**src/rtl/sop_pkg.sv**
```systemverilog
// Shared types for the sum-of-products sequencer.
// Assumes nothing beyond a synthesizable enum encoding.
package sop_pkg;

    // Loop phases: idle, the two operand fetches, multiply-accumulate, and
    // the counter test that acts as the conditional branch.
    typedef enum logic [2:0] {
        ST_IDLE    = 3'd0,
        ST_FETCH_A = 3'd1,
        ST_FETCH_X = 3'd2,
        ST_MAC     = 3'd3,
        ST_CHECK   = 3'd4
    } sop_state_e;

endpackage

```
**src/rtl/sop_ctrl.sv**
```systemverilog
// Loop controller. Holds the phase register and the down-counter of
// remaining terms. The counter is loaded with the tap count on an accepted
// start and decremented in the multiply-accumulate phase. The test phase
// branches back to the fetch while the counter is nonzero and otherwise
// finishes with a one-cycle done pulse.
// Assumes start_i is sampled only while idle; starts during a job are dropped.
module sop_ctrl
    import sop_pkg::*;
#(
    parameter int CNT_W = 16
) (
    input  logic             clk,
    input  logic             rst_n,
    input  logic             start_i,
    input  logic [CNT_W-1:0] taps_i,
    output logic             busy_o,
    output logic             load_o,
    output logic             zero_o,
    output logic             fetch_a_o,
    output logic             fetch_x_o,
    output logic             mac_o,
    output logic             finish_o,
    output logic             done_o
);

    localparam logic [CNT_W-1:0] CNT_ONE  = CNT_W'(1);
    localparam logic [CNT_W-1:0] CNT_ZERO = '0;

    sop_state_e       state_q;
    logic [CNT_W-1:0] cnt_q;
    logic             done_q;
    logic             idle;
    logic             taps_zero;

    // Decode the phase into one strobe per datapath action.
    always_comb begin
        idle      = (state_q == ST_IDLE);
        taps_zero = (taps_i == CNT_ZERO);
        busy_o    = !idle;
        load_o    = idle && start_i && !taps_zero;
        zero_o    = idle && start_i && taps_zero;
        fetch_a_o = (state_q == ST_FETCH_A);
        fetch_x_o = (state_q == ST_FETCH_X);
        mac_o     = (state_q == ST_MAC);
        finish_o  = (state_q == ST_CHECK) && (cnt_q == CNT_ZERO);
        done_o    = done_q;
    end

    // Advance the phase, run the down-counter, and form the done pulse.
    always_ff @(posedge clk) begin
        if (!rst_n) begin
            state_q <= ST_IDLE;
            cnt_q   <= CNT_ZERO;
            done_q  <= 1'b0;
        end else begin
            done_q <= 1'b0;
            case (state_q)
                ST_IDLE: begin
                    if (start_i) begin
                        if (taps_zero) begin
                            done_q <= 1'b1;
                        end else begin
                            cnt_q   <= taps_i;
                            state_q <= ST_FETCH_A;
                        end
                    end
                end
                ST_FETCH_A: state_q <= ST_FETCH_X;
                ST_FETCH_X: state_q <= ST_MAC;
                ST_MAC: begin
                    cnt_q   <= cnt_q - CNT_ONE;
                    state_q <= ST_CHECK;
                end
                ST_CHECK: begin
                    if (cnt_q != CNT_ZERO) begin
                        state_q <= ST_FETCH_A;
                    end else begin
                        state_q <= ST_IDLE;
                        done_q  <= 1'b1;
                    end
                end
                default: state_q <= ST_IDLE;
            endcase
        end
    end

endmodule

```
**src/rtl/sop_addr_gen.sv**
```systemverilog
// Operand address generator. Keeps one pointer into the coefficient table
// and one into the sample table. It puts the matching pointer on the shared
// read port in each fetch phase and advances that pointer by one operand
// width in bytes.
// Assumes load, fetch_a and fetch_x are mutually exclusive.
module sop_addr_gen #(
    parameter int ADDR_W = 32,
    parameter int DATA_W = 16
) (
    input  logic              clk,
    input  logic              rst_n,
    input  logic              load_i,
    input  logic              fetch_a_i,
    input  logic              fetch_x_i,
    input  logic [ADDR_W-1:0] coef_ptr_i,
    input  logic [ADDR_W-1:0] samp_ptr_i,
    output logic              rd_req_o,
    output logic [ADDR_W-1:0] rd_addr_o
);

    localparam int                STRIDE   = DATA_W / 8;
    localparam logic [ADDR_W-1:0] STRIDE_A = ADDR_W'(STRIDE);

    logic [ADDR_W-1:0] cptr_q;
    logic [ADDR_W-1:0] sptr_q;

    // Capture the start pointers and step each one after its own fetch.
    always_ff @(posedge clk) begin
        if (!rst_n) begin
            cptr_q <= '0;
            sptr_q <= '0;
        end else if (load_i) begin
            cptr_q <= coef_ptr_i;
            sptr_q <= samp_ptr_i;
        end else begin
            if (fetch_a_i) cptr_q <= cptr_q + STRIDE_A;
            if (fetch_x_i) sptr_q <= sptr_q + STRIDE_A;
        end
    end

    // Drive the shared read port from the pointer of the active fetch.
    always_comb begin
        rd_req_o  = fetch_a_i || fetch_x_i;
        rd_addr_o = fetch_x_i ? sptr_q : cptr_q;
    end

endmodule

```
**src/rtl/sop_mac.sv**
```systemverilog
// Multiply-accumulate datapath. Latches the coefficient returned one cycle
// after its fetch and multiplies it by the sample arriving in the next
// cycle. The product is added into a wrapping accumulator. The accumulator
// is copied to the result register only when a job finishes.
// Assumes read data is valid exactly one cycle after each request.
module sop_mac #(
    parameter int DATA_W     = 16,
    parameter int ACC_W      = 32,
    parameter bit SIGNED_MUL = 1'b1
) (
    input  logic              clk,
    input  logic              rst_n,
    input  logic              clear_i,
    input  logic              zero_i,
    input  logic              fetch_x_i,
    input  logic              mac_i,
    input  logic              finish_i,
    input  logic [DATA_W-1:0] rd_data_i,
    output logic [ACC_W-1:0]  result_o
);

    localparam int PROD_W = 2 * DATA_W;

    logic [DATA_W-1:0] coef_q;
    logic [ACC_W-1:0]  acc_q;
    logic [ACC_W-1:0]  res_q;
    logic [ACC_W-1:0]  prod_ext;

    // Choose the multiplier variant; sign or zero extend to the accumulator.
    generate
        if (SIGNED_MUL) begin : g_signed
            logic signed [PROD_W-1:0] prod;
            always_comb begin
                prod     = $signed(coef_q) * $signed(rd_data_i);
                prod_ext = ACC_W'(prod);
            end
        end else begin : g_unsigned
            logic [PROD_W-1:0] prod;
            always_comb begin
                prod     = coef_q * rd_data_i;
                prod_ext = ACC_W'(prod);
            end
        end
    endgenerate

    // Hold the coefficient, accumulate the terms, publish the final sum.
    always_ff @(posedge clk) begin
        if (!rst_n) begin
            coef_q <= '0;
            acc_q  <= '0;
            res_q  <= '0;
        end else begin
            if (fetch_x_i) coef_q <= rd_data_i;
            if (clear_i || zero_i) acc_q <= '0;
            else if (mac_i) acc_q <= acc_q + prod_ext;
            if (zero_i) res_q <= '0;
            else if (finish_i) res_q <= acc_q;
        end
    end

    assign result_o = res_q;

endmodule

```
**src/rtl/sop_engine.sv**
```systemverilog
// Sum-of-products sequencer top. Ties the loop controller, the address
// generator and the multiply-accumulate datapath together around a single
// halfword read port with one cycle of read latency.
// Assumes halfword-aligned pointers and memory that answers every request.
module sop_engine #(
    parameter int ADDR_W = 32,
    parameter int DATA_W = 16,
    parameter int ACC_W  = 32,
    parameter int CNT_W  = 16
) (
    input  logic              clk,
    input  logic              rst_n,
    input  logic              start_i,
    input  logic [ADDR_W-1:0] coef_ptr_i,
    input  logic [ADDR_W-1:0] samp_ptr_i,
    input  logic [CNT_W-1:0]  taps_i,
    output logic              rd_req_o,
    output logic [ADDR_W-1:0] rd_addr_o,
    input  logic [DATA_W-1:0] rd_data_i,
    output logic              busy_o,
    output logic              done_o,
    output logic [ACC_W-1:0]  result_o
);

    logic load;
    logic zero;
    logic fetch_a;
    logic fetch_x;
    logic mac;
    logic finish;

    sop_ctrl #(.CNT_W(CNT_W)) u_ctrl (
        .clk       (clk),
        .rst_n     (rst_n),
        .start_i   (start_i),
        .taps_i    (taps_i),
        .busy_o    (busy_o),
        .load_o    (load),
        .zero_o    (zero),
        .fetch_a_o (fetch_a),
        .fetch_x_o (fetch_x),
        .mac_o     (mac),
        .finish_o  (finish),
        .done_o    (done_o)
    );

    sop_addr_gen #(.ADDR_W(ADDR_W), .DATA_W(DATA_W)) u_addr (
        .clk        (clk),
        .rst_n      (rst_n),
        .load_i     (load),
        .fetch_a_i  (fetch_a),
        .fetch_x_i  (fetch_x),
        .coef_ptr_i (coef_ptr_i),
        .samp_ptr_i (samp_ptr_i),
        .rd_req_o   (rd_req_o),
        .rd_addr_o  (rd_addr_o)
    );

    sop_mac #(.DATA_W(DATA_W), .ACC_W(ACC_W), .SIGNED_MUL(1'b1)) u_mac (
        .clk       (clk),
        .rst_n     (rst_n),
        .clear_i   (load),
        .zero_i    (zero),
        .fetch_x_i (fetch_x),
        .mac_i     (mac),
        .finish_i  (finish),
        .rd_data_i (rd_data_i),
        .result_o  (result_o)
    );

endmodule

```
**config.mk**
```make
export PLATFORM = sky130hd
export DESIGN_NAME = sop_engine
export DESIGN_NICKNAME = d
export VERILOG_FILES = /design/src/rtl/sop_pkg.sv /design/src/rtl/sop_ctrl.sv /design/src/rtl/sop_addr_gen.sv /design/src/rtl/sop_mac.sv /design/src/rtl/sop_engine.sv
export SDC_FILE = /design/constraint.sdc
export NUM_CORES = 1
export LEC_CHECK = 0
export ABC_AREA = 1
export BUFFER_PORTS_ARGS = -buffer_cell sky130_fd_sc_hd__buf_2
export CORE_MARGIN = 4
export CORE_UTILIZATION = 50
export CTS_CLUSTER_DIAMETER = 120
export CTS_CLUSTER_SIZE = 20
export DETAILED_ROUTE_END_ITERATION = 16
export PLACE_DENSITY = 0.78
export SKIP_CTS_REPAIR_TIMING = 1
export SLEW_MARGIN = 20
export SYNTH_ARGS = -nofsm -noshare
export SYNTH_HDL_FRONTEND = slang
export SYNTH_SLANG_ARGS = --single-unit
```
**constraint.sdc**
```tcl
create_clock -name clk -period 7.8 [get_ports clk]
set_clock_uncertainty 0.05 [all_clocks]
set_input_delay 0.78 -clock clk [delete_from_list [all_inputs] [get_ports clk]]
set_output_delay 0.78 -clock clk [all_outputs]
set_load 0.005 [all_outputs]
```
-- Word level (Yosys, flattened, before mapping)
Cells that the tools add are included.
Widths: inputs -> output; s select.
- input port bits: 99
- register bits: 164
- multiplexer cells: 16
- add/subtract/negate cells: 4
- equality and inequality tests: 6
- bitwise logic cells: 1
- reduce and logical (&&, ||, !) cells: 19
- $mul: 1
- operator list (operator ; number):
    $mux 32 ; 5
    $add 32x2->32 const B ; 2
    $add 32x32->32 ; 1
    $logic_not 16->1 ; 2
    $mul 16x16->32 ; 1
    $mux 16 ; 2
    $pmux 16 s2 ; 1
    $reduce_bool 16->1 ; 1
    $sub 16x1->16 const B ; 1
    $pmux 3 s5 ; 1
    $eq 3x2->1 const B ; 2
    $mux 3 ; 2
    $reduce_bool 2->1 ; 3
    $logic_and 1x1->1 ; 4
    $mux 1 ; 4
    $ne 2x2->1 const B ; 2
    $reduce_or 2->1 ; 2
    $eq 3x1->1 const B ; 1
    $eq 3x3->1 const B ; 1
    $logic_not 3->1 ; 1
    $reduce_and 3->1 ; 1
    $logic_not 1->1 ; 2
    $logic_or 1x1->1 ; 2
    $pmux 1 s2 ; 1
    other kinds (2) ; 2

-- Longest topological paths before layout
- word-level depth: 5
- depth in mapped cells: 30
- gate-level depth less buffers: 28

-- Cells and area by module
Synthesis repeated with hierarchy kept, for this count alone.
- cells, all modules: 2917
- area, all modules: 20816.2 sq um
- by module, submodules not included (module ; area each (sq um) ; times used ; cells an instance):
    sop_mac ; 14685.3 ; 1 ; 1905
    sop_addr_gen ; 4605.7 ; 1 ; 762
    sop_ctrl ; 1525.2 ; 1 ; 250

-- Least setup slack after synthesis
Ideal clock, no wire load.
- path type: in2reg
- start: in rd_data_i[1]
- end: reg u_mac.acc_q[30]
- slack: 1.646 ns
- arrival time: 5.996 ns
- required time: 7.641 ns
- setup time: 0.109 ns
- stages on the path: 23
- cell sequence: clkbuf_1 nand2_1 inv_1 fa_1 inv_1 fa_1 inv_1 fa_1 fa_1 inv_1 fa_1 fa_1 inv_1 ha_1 inv_1 nor3_1 nand2_1 nor4_1 nand2_1 nand3_1 nand3_1 nand2_1 inv_1
- longest elaborated chain between the ends: 2
- RTL lines (item ; RTL line ; text):
    from (decl) ; sop_engine.sv:19 ; input logic [DATA_W-1:0] rd_data_i,
    $mul 16x16->32 ; sop_mac.sv:34 ; prod = $signed(coef_q) * $signed(rd_data_i);
    $add 32x32->32 ; sop_mac.sv:55 ; else if (mac_i) acc_q <= acc_q + prod_ext;
    to (signal assigned) ; sop_mac.sv:55 ;
    to (decl) ; sop_mac.sv:25 ; logic [ACC_W-1:0] acc_q;
No other way between the ends.
A chain may end at the register's enable or synchronous reset.

-- Worst setup path in the final report
- start: reg u_mac.coef_q[15]
- end: reg u_mac.acc_q[30]
- longest elaborated chain between the ends: 2
- RTL lines (item ; RTL line ; text):
    from (decl) ; sop_mac.sv:24 ; logic [DATA_W-1:0] coef_q;
    from (signal assigned) ; sop_mac.sv:53 ; if (fetch_x_i) coef_q <= rd_data_i;
    $mul 16x16->32 ; sop_mac.sv:34 ;
    $add 32x32->32 ; sop_mac.sv:55 ;
No other way between the ends.

==> flow_summary.json <==
{
  "status": "complete, no violations",
  "grt_start_max_net_pins": 83,
  "placeableCoreArea_um2": 40200,
  "routed_wire_length_per_instance_um": 17.2,
  "class_of_the_most_critical_setup_path": "flip-flop to flip-flop",
  "nFillCells": 3763,
  "synthesis.yosys.warnings": 0,
  "report.final.hold_viol_count": 0,
  "worstPathArrival_ps": 6780,
  "synthesis.area_um2": 20500,
  "ioPinCount": 166,
  "yosysUniqueCellTypes": 55,
  "power.share.clock_pct": 10.5,
  "worstHoldPathType": "flip-flop to flip-flop",
  "drive_gt1_share_pct": 8.79,
  "place_hpwl_mm": 48.0,
  "timing.critical_path.required_ps": 8100,
  "cp-end-kind": "flip-flop",
  "multiInputGateArea_um2": 14300,
  "async_flop_share_pct": 0,
  "grt_setup_unrepaired": "false",
  "final-setup-viol-count": 0,
  "ys_top_cells_by_area": "fa_1, dfxtp_1, nand2_1",
  "root_buffer": "clkbuf_16",
  "critical_path.startpoint_type": "flip-flop",
  "final_period_minus_worst_setup_slack_ps": 6480,
  "net-switching-power_uw": 4470,
  "overflow_after_grt": 0,
  "synthTopCellsByCount": "nand2_1, inv_1, fa_1",
  "antenna_violations_before_repair": 1,
  "cap_violations": 0,
  "wire_length_of_the_first_global_routing_pass_mm": 97.1,
  "timing.hold.ws_ps": 414,
  "cellInternalPower_uw": 3520,
  "area_growth_from_synthesis_to_layout_pct": 7.44,
  "power_switching_share_pct": 55.9,
  "postRouteAntennaNets": 0,
  "drt_drc_violations_left": 0,
  "power.static_leakage_uw": 0.0118,
  "die_extent_in_y_um": 211,
  "synth_top_area_share_pct": 28.5,
  "cell_taking_the_most_area_after_synthesis": "fa_1",
  "grt_util_all_layers_pct": 27.3,
  "path_clk_slew_ps": 80,
  "power-per-cell-area_nw_per_um2": 363,
  "row_count": 73,
  "dieArea_um2": 44400,
  "synthCells": 2879,
  "worst_supply_voltage_drop_on_vdd_mv": 0.372,
  "slew-limit-headroom_pct": 39.5,
  "finalMaxSlewViolations": 0,
  "number_of_buffers_created_by_cts": 17,
  "synth_fp_nets": 3371,
  "grt_use_met3_pct": 5.72,
  "critical_path.max_stage_delay_ps": 750,
  "worstPathCellList": "nand2_1 > inv_1 > fa_1 > inv_1 > fa_1 > inv_1 > fa_1 > fa_1 > inv_1 > fa_1 > fa_1 > inv_1 > ha_1 > inv_1 > nor3_1 > nand2_1 > nor4_1 > nand2_1 > nand3_1 > nand3_1 > nand2_1 > inv_1",
  "initial_core_util_pct": 51.1,
  "critPathSlowestCell": "fa_1",
  "cp_max_fo": 17,
  "ys_seq_area_share_pct": 16.0,
  "share_seq_of_total_power_pct": 14.3,
  "number_of_global_route_vias_before_repair": 18900,
  "globalRoute.busiestLayer": "met2",
  "use_met1_pct": 34.7,
  "finalCoreUtilization_pct": 54.9,
  "grtUsageMet2_pct": 46.7,
  "placed_cell_area_um2": 21500,
  "tightestPinTransition_ps": 907,
  "tritoncts": "yes",
  "synth_edf_count": 0,
  "sum_of_routed_wire_length_over_all_layers_mm": 59.9,
  "nets": 3438,
  "clk_path_buf_depth": 2,
  "dp_slack_ps": 950,
  "final_cell_area_um2": 22100,
  "clkSinkCount": 164,
  "synth_seq_cells": 164,
  "p_comb_share_pct": 75.2,
  "first_pass_iteration_count_of_the_detailed_router": 5,
  "critical-path-top-cell-by-count": "inv_1",
  "drt_iter0_drc": 1570,
  "synth.most_common_cell": "nand2_1",
  "avgViaCountPerCell": 5.35,
  "synthesis.area_per_instance_um2": 7.13,
  "via_count": 18700,
  "area.sequential_um2": 3280,
  "insertion_delay_ps": 460,
  "finalCritPeriodShare_pct": 83.1,
  "tns_ps": 0,
  "clock_tree.htree_level_count": 4,
  "max_clock_freq_mhz": 154,
  "die_w_um": 211,
  "synth_flop_cell": "dfxtp_1",
  "io_buffers": 165,
  "timing.final.ws_setup_ps": 1320,
  "final_wtd_congestion": 1.00
}
[critical path: cells and delay by family, from the launching register on]
kind | cells | cell delay [ps]
buffers and inverters | 7 | 740
DFF | 1 | 530
adders and majority gates | 7 | 3840
and+or+nand+nor | 8 | 1220
[layout make-up]
| type | instances | share of cell area, % |
|---|---|---|
| Antenna cell | 1 | 0.0113 |
| Clock buffer | 19 | 1.96 |
| Clock inverter | 13 | 0.516 |
| Inverter | 624 | 10.7 |
| Multi-Input combinational cell | 1958 | 64.7 |
| Sequential cell | 164 | 14.9 |
| Tap cell | 525 | 2.98 |
| Timing Repair Buffer | 181 | 4.29 |
[registers in the layout (all words and copies together), names as in the netlist]
signal	cells
u_ctrl.cnt_q	16
u_ctrl.state_q	3
u_addr.sptr_q	32
u_mac.acc_q	32
u_mac.result_o	32
u_addr.cptr_q	32
u_mac.coef_q	16
u_ctrl.done_o	1
[layer usage]
metal | wire, µm | up-vias
met2 | 29400 | 732
met1 | 23900 | 9018
met3 | 4680 | 135
met4 | 2050 | 0
met5 | 0 | -
li1 | - | 8775
[kinds of logic (layout without fill, tap and decap cells)]
logic type / count (synthesis) / after routing / synth area share, %
multiplexers: 1 / 1 / 0.0488
AO/OA/AOI/OAI: 332 / 332 / 8.95
XOR/XNOR: 49 / 49 / 2.09
buffers and inverters: 757 / 837 / 14.5
other: 0 / 1 / 0
adder cells (fa/ha/maj): 393 / 393 / 34.6
AND/OR/NAND/NOR: 1183 / 1183 / 23.8
flip-flops: 164 / 164 / 16.0
[stage by stage]
stage | std cells | power [µW]
floorplan | 2879 | 5580
global placement | 3452 | 7000
detailed placement | 3452 | 7120
CTS | 3484 | 8000
global route | 3485 | 8930
finish | 3485 | 8000
[cell usage in the layout (no fill, tap or decap), types with 3 or more instances in the layout]
| master | n |
|---|---|
| or2_2 | 8 |
| nand3_2 | 5 |
| xnor2_1 | 15 |
| nand2_2 | 7 |
| nor2_1 | 227 |
| nand4_1 | 16 |
| inv_2 | 7 |
| fa_1 | 292 |
| a21oi_1 | 130 |
| nand2_1 | 747 |
| inv_8 | 4 |
| nor3_2 | 4 |
| clkbuf_16 | 17 |
| o211ai_1 | 25 |
| o21ai_1 | 8 |
| nor3_1 | 32 |
| clkinv_1 | 3 |
| o21ai_0 | 117 |
| nand3b_1 | 6 |
| nand3_1 | 109 |
| xor2_1 | 34 |
| nor4_1 | 3 |
| nor2_2 | 7 |
| buf_2 | 165 |
| dfxtp_1 | 164 |
| a21o_1 | 5 |
| a31oi_1 | 21 |
| buf_4 | 16 |
| o21bai_1 | 12 |
| inv_1 | 612 |
| inv_6 | 5 |
| ha_1 | 101 |
[path summary, 6_finish.rpt]
kind | start | endpoint | slack (ps) | depth (start not counted)
min | u_mac.result_o[28] | u_mac.result_o[28] | 410 | 2
max | u_mac.coef_q[15] | u_mac.acc_q[30] | 1320 | 22
min reg2reg | u_mac.result_o[28] | u_mac.result_o[28] | 410 | 2
max reg2reg | u_mac.coef_q[15] | u_mac.acc_q[30] | 1320 | 22
[power groups by stage]
stage	Sequential (µW)	Clock [µW]	Combinational, µW
after floorplan	1040	0	4540
after global placement	1150	0	5850
after detailed placement	1150	0	5960
after CTS	1140	847	6020
after global routing	1160	880	6890
final	1140	836	6020
(Power assumes the default switching activity.)
